### src/rtl/irq_seq_pkg.sv
package irq_seq_pkg;
  typedef enum logic [1:0] {
    C_BRK = 2'd0,
    C_IRQ = 2'd1,
    C_NMI = 2'd2,
    C_RST = 2'd3
  } cause_t;
endpackage

### src/rtl/irq_seq_arb.sv
// Request latching and cause selection at an instruction boundary.
module irq_seq_arb
  import irq_seq_pkg::*;
(
  input  logic   clk,
  input  logic   rst,
  input  logic   nmi_n,
  input  logic   irq_n,
  input  logic   iflag,
  input  logic   rst_claim,
  input  logic   nmi_claim,
  output cause_t pick,
  output logic   nmi_pend,
  output logic   rst_pend
);
  logic nmi_prev;

  always_ff @(posedge clk) begin
    if (rst) begin
      nmi_prev <= 1'b1;
      nmi_pend <= 1'b0;
      rst_pend <= 1'b1;
    end else begin
      nmi_prev <= nmi_n;
      // A new falling edge wins over a claim in the same cycle
      nmi_pend <= (nmi_pend & ~nmi_claim) | (nmi_prev & ~nmi_n);
      if (rst_claim) rst_pend <= 1'b0;
    end
  end

  // Priority order: reset, NMI, unmasked IRQ, then the break candidate
  always_comb begin
    if (rst_pend)                pick = C_RST;
    else if (nmi_pend)           pick = C_NMI;
    else if (!irq_n && !iflag)   pick = C_IRQ;
    else                         pick = C_BRK;
  end
endmodule

### src/rtl/irq_seq_frame.sv
// Builds the pushed status byte and selects the handler vector.
module irq_seq_frame
  import irq_seq_pkg::*;
#(
  parameter int          AW      = 16,
  parameter int          DW      = 8,
  parameter logic [15:0] VEC_NMI = 16'hFFFA,
  parameter logic [15:0] VEC_RST = 16'hFFFC,
  parameter logic [15:0] VEC_IRQ = 16'hFFFE
) (
  input  cause_t        cause,
  input  logic [DW-1:0] flags,
  input  logic          nmi_pend,
  output logic [DW-1:0] status,
  output logic [AW-1:0] vec_lo,
  output logic          use_nmi
);
  always_comb begin
    status    = flags;
    status[5] = 1'b1;
    status[4] = (cause == C_BRK);
  end

  assign use_nmi = (cause == C_NMI) || (cause == C_BRK && nmi_pend);

  always_comb begin
    if (cause == C_RST) vec_lo = AW'(VEC_RST);
    else if (use_nmi)   vec_lo = AW'(VEC_NMI);
    else                vec_lo = AW'(VEC_IRQ);
  end
endmodule

### src/rtl/irq_entry_seq.sv
module irq_entry_seq
  import irq_seq_pkg::*;
#(
  parameter int          AW       = 16,
  parameter int          DW       = 8,
  parameter logic [7:0]  STK_PAGE = 8'h01,
  parameter logic [7:0]  BRK_OPC  = 8'h00,
  parameter logic [15:0] VEC_NMI  = 16'hFFFA,
  parameter logic [15:0] VEC_RST  = 16'hFFFC,
  parameter logic [15:0] VEC_IRQ  = 16'hFFFE
) (
  input  logic          clk,
  input  logic          rst,
  input  logic          boundary,
  input  logic          irq_n,
  input  logic          nmi_n,
  input  logic [DW-1:0] p_in,
  input  logic [AW-1:0] pc_in,
  input  logic [DW-1:0] sp_in,
  input  logic [DW-1:0] rdata,
  output logic [AW-1:0] addr,
  output logic [DW-1:0] wdata,
  output logic          we,
  output logic          active,
  output logic [AW-1:0] pc_out,
  output logic [DW-1:0] sp_out,
  output logic          iflag_out
);
  localparam int CW = 3;
  localparam int IB = 2;   // interrupt-disable bit position

  cause_t        pick, cause_r;
  logic          nmi_pend, rst_pend, use_nmi, start;
  logic [CW-1:0] cyc;
  logic [AW-1:0] pc_r, vec_lo, pc_nx;
  logic [DW-1:0] sp_r, sp0, p_r, status, lo_r;
  logic          i_r;

  assign start = !rst && !active && (rst_pend || boundary);

  irq_seq_arb u_arb (
    .clk(clk), .rst(rst), .nmi_n(nmi_n), .irq_n(irq_n), .iflag(p_in[IB]),
    .rst_claim(start && pick == C_RST),
    .nmi_claim(active && cyc == CW'(5) && use_nmi),
    .pick(pick), .nmi_pend(nmi_pend), .rst_pend(rst_pend)
  );

  irq_seq_frame #(.AW(AW), .DW(DW), .VEC_NMI(VEC_NMI), .VEC_RST(VEC_RST),
                  .VEC_IRQ(VEC_IRQ)) u_frame (
    .cause(cause_r), .flags(p_r), .nmi_pend(nmi_pend),
    .status(status), .vec_lo(vec_lo), .use_nmi(use_nmi)
  );

  assign pc_nx = (cause_r == C_BRK) ? pc_r + AW'(1) : pc_r;

  always_ff @(posedge clk) begin
    if (rst) begin
      cyc <= '0; active <= 1'b0; we <= 1'b0;
      addr <= '0; wdata <= '0; pc_r <= '0; sp_r <= '0; sp0 <= '0;
      p_r <= '0; lo_r <= '0; i_r <= 1'b1; cause_r <= C_RST;
    end else if (start) begin
      cause_r <= pick; pc_r <= pc_in; sp_r <= sp_in; sp0 <= sp_in;
      p_r <= p_in; i_r <= p_in[IB];
      addr <= pc_in; we <= 1'b0; cyc <= CW'(1); active <= 1'b1;
    end else if (active) begin
      case (cyc)
        CW'(1): begin
          if (cause_r == C_BRK && rdata != BRK_OPC) begin
            pc_r <= pc_r + AW'(1);          // not a break: release
            addr <= pc_r + AW'(1);
            active <= 1'b0; cyc <= '0;
          end else begin
            pc_r <= pc_nx; addr <= pc_nx; cyc <= CW'(2);
          end
        end
        CW'(2): begin
          pc_r  <= pc_nx;
          addr  <= {STK_PAGE, sp_r};
          wdata <= pc_nx[AW-1:DW];
          we    <= (cause_r != C_RST);
          cyc   <= CW'(3);
        end
        CW'(3): begin
          sp_r <= sp_r - DW'(1); addr <= {STK_PAGE, sp_r - DW'(1)};
          wdata <= pc_r[DW-1:0]; cyc <= CW'(4);
        end
        CW'(4): begin
          sp_r <= sp_r - DW'(1); addr <= {STK_PAGE, sp_r - DW'(1)};
          wdata <= status; cyc <= CW'(5);
        end
        CW'(5): begin
          sp_r <= sp_r - DW'(1); we <= 1'b0; i_r <= 1'b1;
          addr <= vec_lo; cyc <= CW'(6);
        end
        CW'(6): begin
          lo_r <= rdata; addr <= addr | AW'(1); cyc <= CW'(7);
        end
        default: begin
          pc_r <= {rdata, lo_r}; addr <= {rdata, lo_r};
          active <= 1'b0; cyc <= '0;
        end
      endcase
    end
  end

  assign pc_out    = pc_r;
  assign sp_out    = sp_r;
  assign iflag_out = i_r;

  a_r11_write_in_stack_page: assert property (@(posedge clk) disable iff (rst)
    we |-> addr[AW-1:DW] == STK_PAGE);
  a_r6_reset_never_writes: assert property (@(posedge clk) disable iff (rst)
    (active && cause_r == C_RST) |-> !we);
  a_r8_irq_not_when_masked: assert property (@(posedge clk) disable iff (rst)
    (start && pick == C_IRQ) |-> !p_in[IB]);
  a_r5_nmi_reads_nmi_vector: assert property (@(posedge clk) disable iff (rst)
    (active && cyc == CW'(6) && cause_r == C_NMI) |-> addr == AW'(VEC_NMI));
  a_r6_sp_three_lower: assert property (@(posedge clk) disable iff (rst)
    ($fell(active) && $past(cyc) == CW'(7)) |-> sp_r == sp0 - DW'(3));
endmodule

### config.mk
export PLATFORM = sky130hd
export DESIGN_NAME = irq_entry_seq
export DESIGN_NICKNAME = d
export VERILOG_FILES = /design/src/rtl/irq_seq_pkg.sv /design/src/rtl/irq_seq_arb.sv /design/src/rtl/irq_seq_frame.sv /design/src/rtl/irq_entry_seq.sv
export SDC_FILE = /design/constraint.sdc
export NUM_CORES = 1
export LEC_CHECK = 0
export BUFFER_PORTS_ARGS = -buffer_cell sky130_fd_sc_hd__buf_2
export CAP_MARGIN = 20
export CORE_UTILIZATION = 45
export DETAILED_ROUTE_END_ITERATION = 10
export PLACE_DENSITY = 0.7
export SYNTH_ARGS = -nofsm -noshare
export SYNTH_HDL_FRONTEND = slang
export SYNTH_HIERARCHICAL = 1
export SYNTH_SLANG_ARGS = --single-unit
### constraint.sdc
create_clock -name clk -period 2.36 [get_ports clk]
set_input_delay 0.472 -clock clk [delete_from_list [all_inputs] [get_ports clk]]
set_output_delay 0.472 -clock clk [all_outputs]
set_load 0.01 [all_outputs]
==> impl_summary.txt, run 1 <==
----------------------------------------------------
[Run status]
  Run status ... finished, final reports clean

[Pwr]
  Clock power frac ... 27.3%
  Switching power summed over all nets ... 1.479 mW
  Overall power consumption ... 3.936 mW
  Leakage Power ... 2.261 nW
  Internal power ... 2.457 mW
  Share of power burned in registers ... 38.4%
  Total power per unit cell area ... 716.3 nW/µm²
  Part of the total power dissipated in combinational logic ... 34.3%
  Maximum resistive drop on vdd ... 0.0003063 V
  Switching power share of the total ... 37.58%

[GRT]
  Remaining Overflow, GRT ... 0
  Fraction of met2 tracks used by global routing ... 48.72%
  Maximum number of pins on one net before global-route repair ... 32
  First-pass GRT wire length ... 25360 µm
  Number of global-route vias before repair ... 4705
  Met1 track demand over resource ... 43.00%
  Busiest grt layer ... met2
  Overall routing resource usage ... 31.90%
  Initial antenna violation count ... 0
  GR met3 Demand/Resource ... 5.108%

[Drt]
  Routed WL per cell ... 19.33 µm
  Total Routed Length ... 16590 µm
  Violation count after the first detailed-route iteration ... 449
  DRC violation count after routing ... 0
  Routed vias ... 5216
  Via/cell ratio ... 6.079
  TritonRoute pass-1 iters ... 5
  Final antenna-violating net count ... 0

[Setup path]
  Maximum fanout along the worst path ... 19
  Worst setup SP type ... flip-flop
  Required time worst endpoint ... 2.62 ns
  Beginning of the worst register-to-register path ... cyc[2]
  Capture instance of the worst register-to-register path ... addr[7]
  Type of the setup path with the least slack ... flip-flop to flip-flop
  R2R depth ... 6
  Family with the most delay on the worst path ... compound AO/OA/AOI/OAI gates
  Signal arrival time at the worst endpoint ... 2.39 ns
  Chain of cells forming the critical path ... buf_4 > inv_1 > o311ai_0 > o221ai_1 > o211a_1 > a221oi_1
  Type of destination of the critical path ... flip-flop
  Highest cell delay on the worst timing path ... 0.67 ns
  Slowest cell on crit path ... dfxtp_1
  Setup slack of the most critical reg-to-reg path ... 0.23 ns
  Number of buffers and inverters on the critical path ... 2

[Yosys]
  Total number of yosys warnings ... 6
  Post-Synthesis Cell Area ... 4616 µm²
  Average size of a mapped cell ... 7.350 µm²
  Post-Synthesis Cells ... 628

[Timing]
  Setup violators final ... 0
  Hold WS ... 0.3073 ns
  Max Freq ... 0.4697 GHz
  Final count of hold timing violations ... 0
  Final Skew ... 0.009466 ns
  Final count of pins violating max slew ... 0
  Final period utilization ... 90.21%
  Fin Setup TNS ... 0 ns
  Slew of the pin with the lowest slew margin ... 0.6776 ns
  Relative slew margins ... 54.80%
  RSZ-0062 raised after global routing ... no
  Final critical-path required period ... 2.129 ns
  Final worst slack ... 0.2310 ns

[Placement]
  Buffers on Ports ... 93
  Post-detailed-placement half-perimeter wirelength ... 12300 µm
  Worst slack at placement ... 0.2467 ns
  Post-placement cell count ... 841
  Placer's final routability congestion estimate ... 0.9753

[Worst hold path]
  Hold Crit Endpoint ... u_arb/nmi_prev
  Path type of the worst min-delay path ... input port to flip-flop
  Hold path depth ... 2
  Launch instance of the worst min-delay path ... nmi_n

[Clock network]
  Clock latency of the later-clocked register in the worst-skew pair ... 0.36 ns
  Depth of the CTS H-tree ... 3
  CTS tree ... yes
  CTS buffer count ... 9
  Root buffer cell ... clkbuf_8
  Max Root-Sink Buffers ... 2
  Number of cells upsized or downsized after cts ... 0
  Number of hold-repair buffers added at the cts stage ... 0
  Number of setup buffers added after CTS ... 0
  Clock transition at the registers of the reported paths ... 0.08 ns
  Clock tree sinks ... 73

[Finish]
  Fin cells ... 858
  Most common library cell in the layout ignoring fill and taps ... buf_2
  Synth-to-layout area growth ... 19.06%
  Leading cell types in the layout, fill and taps excluded ... buf_2 (93), nand2_1 (74), dfxtp_1 (73), nor2_1 (61), o21ai_0 (52)
  Post-layout nets ... 767
  Number of diodes ... 0
  Fraction of layout instances using a drive strength above 1 ... 22.34%

[Floorplan]
  Die Outline Area ... 10670 µm²
  Placeable core region ... 9864 µm²
  Die width ... 103.3 µm
  Starting density of the core ... 46.79%
  Standard-cell row count ... 36
  Number of primary I/O pins ... 96
  Y dimension of the die ... 103.3 µm

[Job]
  Maxcap violations ... 0

----------------------------------------------------
## cell type report
| cell class | instances | area [µm²] |
|---|---|---|
| Multi-Input combinational cell | 488 | 2826 |
| Fill cell | 959 | 4369 |
| Inverter | 12 | 45.04 |
| Clock inverter | 2 | 35.03 |
| Tap cell | 133 | 166.4 |
| Timing Repair Buffer | 136 | 788.3 |
| Clock buffer | 14 | 172.7 |
| Sequential cell | 73 | 1461 |
## layer usage
layer / share of wire [%] / wire length (µm) / vias up
met1: 43 / 7132 / 2404
met4: 3.9 / 639 / 0
met2: 44 / 7260 / 316
met5: 0 / 0 / -
li1: - / - / 2444
met3: 9.4 / 1555 / 52
## how the worst max path moves through the flow
stage | from | endpoint | slack (ns) | cells after the start
CTS | cause_r[1] | pc_out[15] | 0.24 | 5
finish | cyc[2] | addr[7] | 0.23 | 6
global placement | cause_r[1] | pc_out[11] | 0.28 | 5
floorplan | pc_out[2] | pc_out[11] | 0.09 | 7
detailed placement | cause_r[1] | pc_out[15] | 0.25 | 5
global route | cyc[2] | addr[7] | 0.05 | 6
## sequential cells by signal, indices dropped and copies added, names as in the netlist, 2 cells and up
name	cells
addr	16
cyc	3
wdata	8
p_r	6
lo_r	8
pc_out	16
sp_out	8
cause_r	2
## through the flow
step                area [µm²]  utilization [%]
finish                    5495            55.71
global route              5495            55.71
CTS                       5488            55.63
detailed placement        5280            53.53
global placement          5280            53.53
floorplan                 4664                -
## power by group through the flow
| stage | clock [mW] | combinational (mW) | sequential (mW) |
|---|---|---|---|
| final | 1.08 | 1.35 | 1.51 |
| after global routing | 1.14 | 1.47 | 1.53 |
| after CTS | 1.08 | 1.32 | 1.51 |
| after detailed placement | 0 | 1.31 | 1.54 |
| after global placement | 0 | 1.30 | 1.53 |
| after floorplan | 0 | 0.783 | 1.56 |
No activity file was read; power rests on OpenSTA's default activity.
==> inputs of run 2 (changes only) <==
--- a/config.mk
+++ b/config.mk
@@ -8,5 +8,7 @@
 export BUFFER_PORTS_ARGS = -buffer_cell sky130_fd_sc_hd__buf_2
 export CAP_MARGIN = 20
+export CORE_MARGIN = 1
 export CORE_UTILIZATION = 45
+export CTS_BUF_LIST = sky130_fd_sc_hd__clkbuf_8
 export DETAILED_ROUTE_END_ITERATION = 10
 export PLACE_DENSITY = 0.7
==> constraint.sdc (replaced) <==
create_clock -name clk -period 2.36 [get_ports clk]
set_input_delay 0.472 -clock clk [delete_from_list [all_inputs] [get_ports clk]]
set_output_delay 0.472 -clock clk [all_outputs]
set_load 0.02 [all_outputs]
==> impl_summary.txt, run 2 (synthesized netlist as in run 1, its figures left out) <==
----------------------------------------------------
[Timing]
  Setup violators final ... 0 (unchanged)
  Fin Setup TNS ... 0 ns (unchanged)
  Final count of hold timing violations ... 0 (unchanged)
  Final count of pins violating max slew ... 0 (unchanged)
  RSZ-0062 raised after global routing ... no (unchanged)
  Final worst slack ... 0.1902 ns (was 0.2310 ns)
  Final critical-path required period ... 2.170 ns (was 2.129 ns)
  Final period utilization ... 91.94% (was 90.21%)
  Max Freq ... 0.4609 GHz (was 0.4697 GHz)
  Final Skew ... 0.007507 ns (was 0.009466 ns)
  Slew of the pin with the lowest slew margin ... 0.6687 ns (was 0.6776 ns)
  Relative slew margins ... 55.39% (was 54.80%)

[Drt]
  DRC violation count after routing ... 0 (unchanged)
  Final antenna-violating net count ... 0 (unchanged)
  Total Routed Length ... 16590 µm (about the same)
  Violation count after the first detailed-route iteration ... 474 (was 449)
  TritonRoute pass-1 iters ... 5 (unchanged)
  Routed WL per cell ... 19.32 µm (was 19.33 µm)
  Via/cell ratio ... 6.068 (was 6.079)
  Routed vias ... 5212 (was 5216)

[Clock network]
  CTS tree ... yes (unchanged)
  Clock transition at the registers of the reported paths ... 0.08 ns (about the same)
  Max Root-Sink Buffers ... 2 (unchanged)
  Number of hold-repair buffers added at the cts stage ... 0 (unchanged)
  Number of setup buffers added after CTS ... 0 (unchanged)
  Depth of the CTS H-tree ... 3 (unchanged)
  Clock latency of the later-clocked register in the worst-skew pair ... 0.36 ns (about the same)
  Clock tree sinks ... 73 (unchanged)
  Number of cells upsized or downsized after cts ... 0 (unchanged)
  CTS buffer count ... 9 (unchanged)
  Root buffer cell ... clkbuf_8 (unchanged)

[Finish]
  Synth-to-layout area growth ... 19.49% (was 19.06%)
  Post-layout nets ... 768 (was 767)
  Number of diodes ... 0 (unchanged)
  Area taken by flip-flops and latches ... 1461 µm² (unchanged)
  Fillcell total ... 977 (was 959)
  Most common library cell in the layout ignoring fill and taps ... buf_2 (unchanged)
  Fraction of layout instances using a drive strength above 1 ... 22.59% (was 22.34%)
  Fin cells ... 859 (was 858)
  Leading cell types in the layout, fill and taps excluded ... buf_2 (93), nand2_1 (74), dfxtp_1 (73), nor2_1 (61), o21ai_0 (52) (unchanged)
  Footprint of the multi-input gates ... 2826 µm² (unchanged)

[GRT]
  First-pass GRT wire length ... 25650 µm (was 25360 µm)
  Number of global-route vias before repair ... 4753 (was 4705)
  Initial antenna violation count ... 0 (unchanged)
  Maximum number of pins on one net before global-route repair ... 32 (unchanged)
  Remaining Overflow, GRT ... 0 (unchanged)
  Overall routing resource usage ... 32.20% (was 31.90%)

[Placement]
  Post-detailed-placement half-perimeter wirelength ... 12360 µm (was 12300 µm)
  Worst slack at placement ... 0.1895 ns (was 0.2467 ns)
  Placer's final routability congestion estimate ... 0.9797 (was 0.9753)
  Post-placement cell count ... 842 (was 841)
  Buffers on Ports ... 93 (unchanged)

[Setup path]
  Required time worst endpoint ... 2.63 ns (was 2.62 ns)
  Signal arrival time at the worst endpoint ... 2.44 ns (was 2.39 ns)
  Slowest cell on crit path ... dfxtp_1 (unchanged)
  Type of destination of the critical path ... flip-flop (unchanged)
  Highest cell delay on the worst timing path ... 0.69 ns (was 0.67 ns)
  Maximum fanout along the worst path ... 19 (unchanged)
  Type of the setup path with the least slack ... flip-flop to flip-flop (unchanged)
  Worst setup SP type ... flip-flop (unchanged)
  Chain of cells forming the critical path ... buf_4 > inv_1 > o311ai_0 > o221ai_1 > o211a_1 > a221oi_1 (unchanged)

[Run status]
  Run status ... finished, final reports clean (unchanged)

[Pwr]
  Leakage Power ... 2.276 nW (was 2.261 nW)
  Total power per unit cell area ... 740.1 nW/µm² (was 716.3 nW/µm²)
  Maximum resistive drop on vdd ... 0.0003405 V (was 0.0003063 V)

[Floorplan]
  Standard-cell row count ... 36 (unchanged)
  Die width ... 103.3 µm (unchanged)
  Starting density of the core ... 46.79% (unchanged)
  Placeable core region ... 9864 µm² (unchanged)
  Number of primary I/O pins ... 96 (unchanged)
  Die Outline Area ... 10670 µm² (unchanged)
  Y dimension of the die ... 103.3 µm (unchanged)

[Job]
  Maxcap violations ... 0 (unchanged)

[Worst hold path]
  Path type of the worst min-delay path ... input port to flip-flop (unchanged)

----------------------------------------------------
-- run 2: area by class of cell --
| type | count | share of cell area, % |
|---|---|---|
| sequential | 73 | 26.50 |
| clock buffer | 10 | 2.495 |
| timing repair buffer | 137 | 14.43 |
| multi-input combinational | 488 | 51.25 |
| inverter | 12 | 0.8167 |
| clock inverter | 6 | 1.497 |
| tap | 133 | 3.017 |
-- run 2: report_power, final --
part / internal [mW] / switching, mW
Sequential: 1.37 / 0.144
Combinational: 0.520 / 0.922
Clock: 0.619 / 0.512
Total: 2.50 / 1.58
-- run 2: worst paths after layout --
check                             from              to  slack [ns]  cells after the start
worst max-delay path            cyc[2]         addr[7]        0.19                      6
worst min-delay path             nmi_n  u_arb/nmi_prev        0.31                      2
worst max register to register  cyc[2]         addr[7]        0.19                      6
worst min register to register  p_r[3]          p_r[3]        0.46                      2
-- run 2: worst max-delay path: cells and delay by family, from the launching register on --
family                 cells  cell delay [ns]
buffers and inverters      2             0.41
AOI/OAI and AO/OA          4             0.96
DFF                        1             0.69
-- run 2: layer usage --
metal | up-vias | wire (µm) | track usage [%]
met1 | 2414 | 6900 | 42.58
met3 | 50 | 1680 | 6.720
met5 | - | 0 | 0
li1 | 2440 | - | -
met4 | 0 | 697 | 16.03
met2 | 308 | 7316 | 49.79
-- run 2: through the flow --
| stage | hold WS, ns | area [µm²] | total power [mW] | utilization [%] |
|---|---|---|---|---|
| after detailed placement | 0.4517 | 5288 | 2.938 | 53.60 |
| after CTS | 0.3011 | 5508 | 4.041 | 55.83 |
| final | 0.3071 | 5515 | 4.082 | 55.91 |
| after floorplan | 0.4246 | 4664 | 2.420 | - |
| after global routing | 0.3193 | 5515 | 4.267 | 55.91 |
| after global placement | 0.4415 | 5288 | 2.914 | 53.60 |
